[src/rtl/boot_remap_pkg.sv]
package boot_remap_pkg;

   localparam int unsigned CTL_BIT_LED    = 0;
   localparam int unsigned CTL_BIT_DETECT = 1;
   localparam int unsigned CTL_BIT_REMAP  = 2;
   localparam int unsigned CTL_BIT_RESET  = 3;
   localparam int unsigned CTL_BIT_ENDIAN = 5;
   localparam int unsigned CTL_MIN_WIDTH  = 6;

   typedef struct packed {
      logic big_end;
      logic remap;
      logic led;
   } ctl_state_t;

   typedef enum logic [1:0] {
      TGT_NONE  = 2'd0,
      TGT_ROM   = 2'd1,
      TGT_FLASH = 2'd2,
      TGT_SRAM  = 2'd3
   } boot_target_e;

endpackage

[src/rtl/boot_ctl_regs.sv]
module boot_ctl_regs
   import boot_remap_pkg::*;
#(
   parameter int unsigned DATA_W = 32
) (
   input  logic              clk,
   input  logic              rst_n,
   input  logic              wr,
   input  logic              rd,
   input  logic [DATA_W-1:0] wdata,
   input  logic              mounted_n,
   output logic [DATA_W-1:0] rdata,
   output ctl_state_t        state,
   output logic              reset_pulse
);

   localparam logic [DATA_W-1:0] USED_MASK =
      (DATA_W'(1) << CTL_BIT_ENDIAN) | (DATA_W'(1) << CTL_BIT_RESET) |
      (DATA_W'(1) << CTL_BIT_REMAP)  | (DATA_W'(1) << CTL_BIT_LED);

   ctl_state_t        state_q;
   logic              pulse_q;
   logic [DATA_W-1:0] rdata_q;
   logic [DATA_W-1:0] read_word;
   logic              reset_hit;
   logic              unused_wdata;

   assign unused_wdata = ^(wdata & ~USED_MASK);
   assign reset_hit    = wr && wdata[CTL_BIT_RESET];

   always_comb begin
      read_word                 = '0;
      read_word[CTL_BIT_ENDIAN] = state_q.big_end;
      read_word[CTL_BIT_REMAP]  = state_q.remap;
      read_word[CTL_BIT_DETECT] = mounted_n;
      read_word[CTL_BIT_LED]    = state_q.led;
   end

   always_ff @(posedge clk or negedge rst_n) begin
      if (!rst_n) begin
         state_q <= '0;
         pulse_q <= 1'b0;
         rdata_q <= '0;
      end else begin
         pulse_q <= reset_hit;
         if (wr && !reset_hit) begin
            state_q.big_end <= wdata[CTL_BIT_ENDIAN];
            state_q.remap   <= wdata[CTL_BIT_REMAP];
            state_q.led     <= wdata[CTL_BIT_LED];
         end
         if (rd) begin
            rdata_q <= read_word;
         end
      end
   end

   assign state       = state_q;
   assign reset_pulse = pulse_q;
   assign rdata       = rdata_q;

endmodule

[src/rtl/boot_region_dec.sv]
module boot_region_dec
   import boot_remap_pkg::*;
#(
   parameter int unsigned ADDR_W       = 32,
   parameter int unsigned REGION_BYTES = 262144,
   parameter bit          SEL_REG      = 1'b0
) (
   input  logic              clk,
   input  logic              rst_n,
   input  logic [ADDR_W-1:0] addr,
   input  logic              remap,
   input  logic              mounted_n,
   input  logic              rom_sw,
   output logic              sel_rom,
   output logic              sel_flash,
   output logic              sel_sram
);

   localparam int unsigned REGION_BITS = $clog2(REGION_BYTES);

   logic         in_region;
   logic         remap_eff;
   boot_target_e target;
   logic [2:0]   sel_next;
   logic         unused_low;

   assign unused_low = ^addr[REGION_BITS-1:0];
   assign in_region  = (addr[ADDR_W-1:REGION_BITS] == '0);
   assign remap_eff  = remap && !mounted_n;

   always_comb begin
      if (!in_region)    target = TGT_NONE;
      else if (remap_eff) target = TGT_SRAM;
      else if (rom_sw)   target = TGT_ROM;
      else               target = TGT_FLASH;
   end

   assign sel_next = {target == TGT_SRAM, target == TGT_FLASH, target == TGT_ROM};

   generate
      if (SEL_REG) begin : g_sel_reg
         logic [2:0] sel_q;
         always_ff @(posedge clk or negedge rst_n) begin
            if (!rst_n) sel_q <= '0;
            else        sel_q <= sel_next;
         end
         assign {sel_sram, sel_flash, sel_rom} = sel_q;
      end else begin : g_sel_comb
         logic unused_clk;
         assign unused_clk = clk ^ rst_n;
         assign {sel_sram, sel_flash, sel_rom} = sel_next;
      end
   endgenerate

endmodule

[src/rtl/boot_remap_ctl.sv]
module boot_remap_ctl
   import boot_remap_pkg::*;
#(
   parameter int unsigned DATA_W       = 32,
   parameter int unsigned ADDR_W       = 32,
   parameter int unsigned REGION_BYTES = 262144,
   parameter bit          SEL_REG      = 1'b0
) (
   input  logic              clk,
   input  logic              rst_n,
   input  logic              reg_wr,
   input  logic              reg_rd,
   input  logic [DATA_W-1:0] reg_wdata,
   output logic [DATA_W-1:0] reg_rdata,
   input  logic              host_mounted_n,
   input  logic              boot_rom_sw,
   input  logic [ADDR_W-1:0] bus_addr,
   output logic              sel_boot_rom,
   output logic              sel_flash,
   output logic              sel_sram,
   output logic              big_endian,
   output logic              led_on,
   output logic              module_reset_req
);

   generate
      if (DATA_W < CTL_MIN_WIDTH) begin : g_bad_data_w
         initial $fatal(1, "DATA_W too small for control fields");
      end
      if ((REGION_BYTES < 2) || ((REGION_BYTES & (REGION_BYTES - 1)) != 0)) begin : g_bad_region
         initial $fatal(1, "REGION_BYTES must be a power of two");
      end
      if ($clog2(REGION_BYTES) >= ADDR_W) begin : g_bad_addr_w
         initial $fatal(1, "ADDR_W must exceed the region size bits");
      end
   endgenerate

   ctl_state_t ctl_q;

   boot_ctl_regs #(.DATA_W(DATA_W)) u_regs (
      .clk         (clk),
      .rst_n       (rst_n),
      .wr          (reg_wr),
      .rd          (reg_rd),
      .wdata       (reg_wdata),
      .mounted_n   (host_mounted_n),
      .rdata       (reg_rdata),
      .state       (ctl_q),
      .reset_pulse (module_reset_req)
   );

   boot_region_dec #(
      .ADDR_W       (ADDR_W),
      .REGION_BYTES (REGION_BYTES),
      .SEL_REG      (SEL_REG)
   ) u_dec (
      .clk       (clk),
      .rst_n     (rst_n),
      .addr      (bus_addr),
      .remap     (ctl_q.remap),
      .mounted_n (host_mounted_n),
      .rom_sw    (boot_rom_sw),
      .sel_rom   (sel_boot_rom),
      .sel_flash (sel_flash),
      .sel_sram  (sel_sram)
   );

   assign big_endian = ctl_q.big_end;
   assign led_on     = ctl_q.led;

endmodule

[config.mk]
export PLATFORM = sky130hd
export DESIGN_NAME = boot_remap_ctl
export DESIGN_NICKNAME = d
export VERILOG_FILES = /design/src/rtl/boot_remap_pkg.sv /design/src/rtl/boot_ctl_regs.sv /design/src/rtl/boot_region_dec.sv /design/src/rtl/boot_remap_ctl.sv
export SDC_FILE = /design/constraint.sdc
export NUM_CORES = 1
export LEC_CHECK = 0
export CORE_UTILIZATION = 22
export DETAILED_ROUTE_END_ITERATION = 8
export PLACE_DENSITY = 0.94
export SYNTH_ARGS = -nofsm -noshare
export SYNTH_HDL_FRONTEND = slang
export SYNTH_HIERARCHICAL = 1
export SYNTH_SLANG_ARGS = --single-unit
[constraint.sdc]
create_clock -name clk -period 1.24 [get_ports clk]
set_input_delay 0.124 -clock clk [delete_from_list [all_inputs] [get_ports clk]]
set_output_delay 0.124 -clock clk [all_outputs]
set_load 0.02 [all_outputs]
==> results.sh <==
export IMPL_run_status="finished clean"
export IMPL_hold_path_class="input pin to asynchronous set/reset pin"
export IMPL_yosysWarnings=6
export IMPL_routed_via_density=3.65
export IMPL_p_sw_uw=286
export IMPL_grt_antenna_before_repair=0
export IMPL_nets=167
export IMPL_overflow=0
export IMPL_rsz0062_at_grt="true"
export IMPL_cp_max_fo=3
export IMPL_start_util_pct=23.9
export IMPL_clkPwrFrac_pct=22.5
export IMPL_combPwrFrac_pct=39.4
export IMPL_cp_top_family="simple AND/OR/NAND/NOR gates"
export IMPL_antenna_cells_inserted=0
export IMPL_chipHeight_microns=54.6
export IMPL_max_stage_delay_ns=0.34
export IMPL_place_congestion=0.625
export IMPL_cp_cell_sequence="nor2b_4, nand3_2, nor2_1, buf_4"
export IMPL_slew_violations=0
export IMPL_period_share_pct=98.2
export IMPL_route_detailed_drc=0
export IMPL_post_place_ws_ns=-0.762
export IMPL_finalSetupTns_ns=0
export IMPL_io_buffers=33
export IMPL_period_needed_ns=1.22
export IMPL_cp_arrival_ns=1.09
export IMPL_die_x_microns=54.6
export IMPL_fin_ws_ns=0.0226
export IMPL_power_density_nw_per_um2=933
export IMPL_busiest_layer="met2"
export IMPL_p_sw_share_pct=34.0
export IMPL_yosys_area_top_type="buf_4"
export IMPL_grt_pass1_vias=410
export IMPL_dr_pass1_iters=1
export IMPL_final_setup_viol_count=0
export IMPL_cts_buffer_depth=2
export IMPL_clkTransAtPathRegs_ns=0.05
export IMPL_synth_seq_cells=8
export IMPL_cts_made_buffers=3
export IMPL_r2r_slack_ns=0.24
export IMPL_synth_cells=57
export IMPL_multi_input_area_sq_um=344
export IMPL_root_buffer="clkbuf_4"
export IMPL_grt_util_met1_pct=5.82
export IMPL_area_delta_synth_final_pct=47.6
export IMPL_grt_start_max_net_pins=9
export IMPL_fillers=269
export IMPL_sequentialPowerShare_pct=38.1
export IMPL_ant_nets=0
export IMPL_p_total_uw=840
export IMPL_r2r_end="u_regs/state[1]$_DFFE_PN0P_"
export IMPL_grt_pass1_wl_microns=1660
export IMPL_synth_area_leaders="buf_4 (34%), dfrtp_1 (33%), mux2_2 (7.4%)"
export IMPL_internal_power_uw=554
export IMPL_syn_area_sq_um=609
export IMPL_synth_top_area_share_pct=34.5
export IMPL_synth_distinct_cells=15
export IMPL_critPathKind="flop to output pin"
export IMPL_peakVddDrop_mv=0.575
export IMPL_clock_sinks=8
export IMPL_dieArea_sq_um=2980
export IMPL_regArea_sq_um=200
export IMPL_drv_cap=0
export IMPL_drtIter0Drc=0
export IMPL_cts_hold_buffers_added=0
export IMPL_hpwl_microns=1030
export IMPL_yosysSeqAreaShare_pct=32.9
export IMPL_critical_path_buf_inv_count=1
export IMPL_track_usage_pct=8.16
export IMPL_ios=108
export IMPL_cts_tree="done"
export IMPL_rr_startpoint="u_regs/state[1]$_DFFE_PN0P_"
export IMPL_final_hold_viol_count=0
export IMPL_grt_use_met3_pct=1.39
export IMPL_max_freq_ghz=0.821
export IMPL_cp_startpoint="u_regs/state[1]$_DFFE_PN0P_"
export IMPL_core_area_sq_um=2540
export IMPL_startpoint_type="flop"
export IMPL_routed_wl_microns=1160
export IMPL_r2r_cells=3
export IMPL_p_leak_nw=0.437
export IMPL_wl_per_cell_microns=9.31
export IMPL_cp_end_kind="output pin"
export IMPL_row_count=18
export IMPL_clock_skew_ns=0.00303
export IMPL_slowest_stage="dfrtp_1"
export IMPL_drive_above_1_share_pct=35.8
export IMPL_cts_htree_levels=1
export IMPL_clk_latency_ns=0.25
export IMPL_syn_area_per_cell_sq_um=10.7
export IMPL_worst_ep_required_time_ns=1.12
export IMPL_use_met2_pct=17.5
export IMPL_num_vias=456
[stage by stage]
stage	cells	area, sq um	hold slack, ns	utilization (%)
2_1_floorplan	84	711	-0.172	-
6_report	125	900	0.150	35.3
5_1_grt	125	900	0.165	35.3
3_3_place_gp	120	876	0.406	34.4
3_5_place_dp	120	876	0.425	34.4
4_1_cts	124	896	0.157	35.2
[how the worst max path moves through the flow]
stage                           end  slack (ns)  cells past startpoint
after floorplan           sel_flash        0.07                      3
after global placement    sel_flash       -0.73                      5
after detailed placement  sel_flash       -0.76                      5
after CTS                  sel_sram      -0.008                      4
after global routing       sel_sram       -0.05                      4
final                      sel_sram        0.02                      4
[registers in the layout, indices dropped and copies added, names as in the netlist]
signal / cells
u_regs/rdata: 4
u_regs/reset_pulse: 1
u_regs/state: 3
[layer usage]
layer,up-vias,share of wire [%]
met5,-,0
met4,0,0
met3,0,14
met2,37,60
met1,210,26
li1,209,-
[power groups by stage]
stage	combinational (mW)	sequential, mW	clock [mW]
floorplan	0.201	0.367	0
global placement	0.344	0.324	0
detailed placement	0.350	0.327	0
CTS	0.333	0.322	0.198
global route	0.356	0.327	0.215
finish	0.331	0.320	0.189
[cell usage in the layout, fill, tap and decap left out, types with 3 or more instances in the layout]
master,count
clkdlybuf4s50_1,9
buf_4,6
conb_1,28
mux2_2,4
clkbuf_4,3
dlygate4sd2_1,9
mux2_4,3
dfrtp_1,8
buf_2,6
nor4_4,3
clkdlybuf4s15_1,3
[cells in the mapped netlist (all sizes together)]
master,instances
nor4,3
dfrtp,8
nand2,1
mux2,7
nor2b,2
nand4,1
and2,1
nor3b,1
nor3,1
nor2,2
buf,28
nand3,1
conb,1
[final cells by class]
| cell class | instances | share of cell area, % |
|---|---|---|
| multi-input combinational | 48 | 38.2 |
| clock buffer | 3 | 2.50 |
| timing repair buffer | 36 | 32.8 |
| tap | 30 | 4.17 |
| sequential | 8 | 22.3 |
[what timing repair did]
action / CTS / global route
gates resized for setup: 61 / 11
pin swaps: 6 / 8
setup buffers: 1 / 1
setup endpoints to repair: 10 / 3
[worst register-to-register path, stage by stage, from the launching register on]
cell     delay [ns]
dfrtp_1        0.37
buf_4          0.13
buf_4          0.12
mux2_4         0.26
[cell families (layout without fill, tap and decap cells)]
| group | after synthesis | count (layout) | synth area share [%] |
|---|---|---|---|
| flip-flops | 8 | 8 | 32.9 |
| buffers and inverters | 28 | 39 | 34.5 |
| other | 1 | 28 | 0.615 |
| AND/OR/NAND/NOR | 13 | 13 | 17.2 |
| multiplexers | 7 | 7 | 14.8 |
Power figures use the tool's default switching activity.
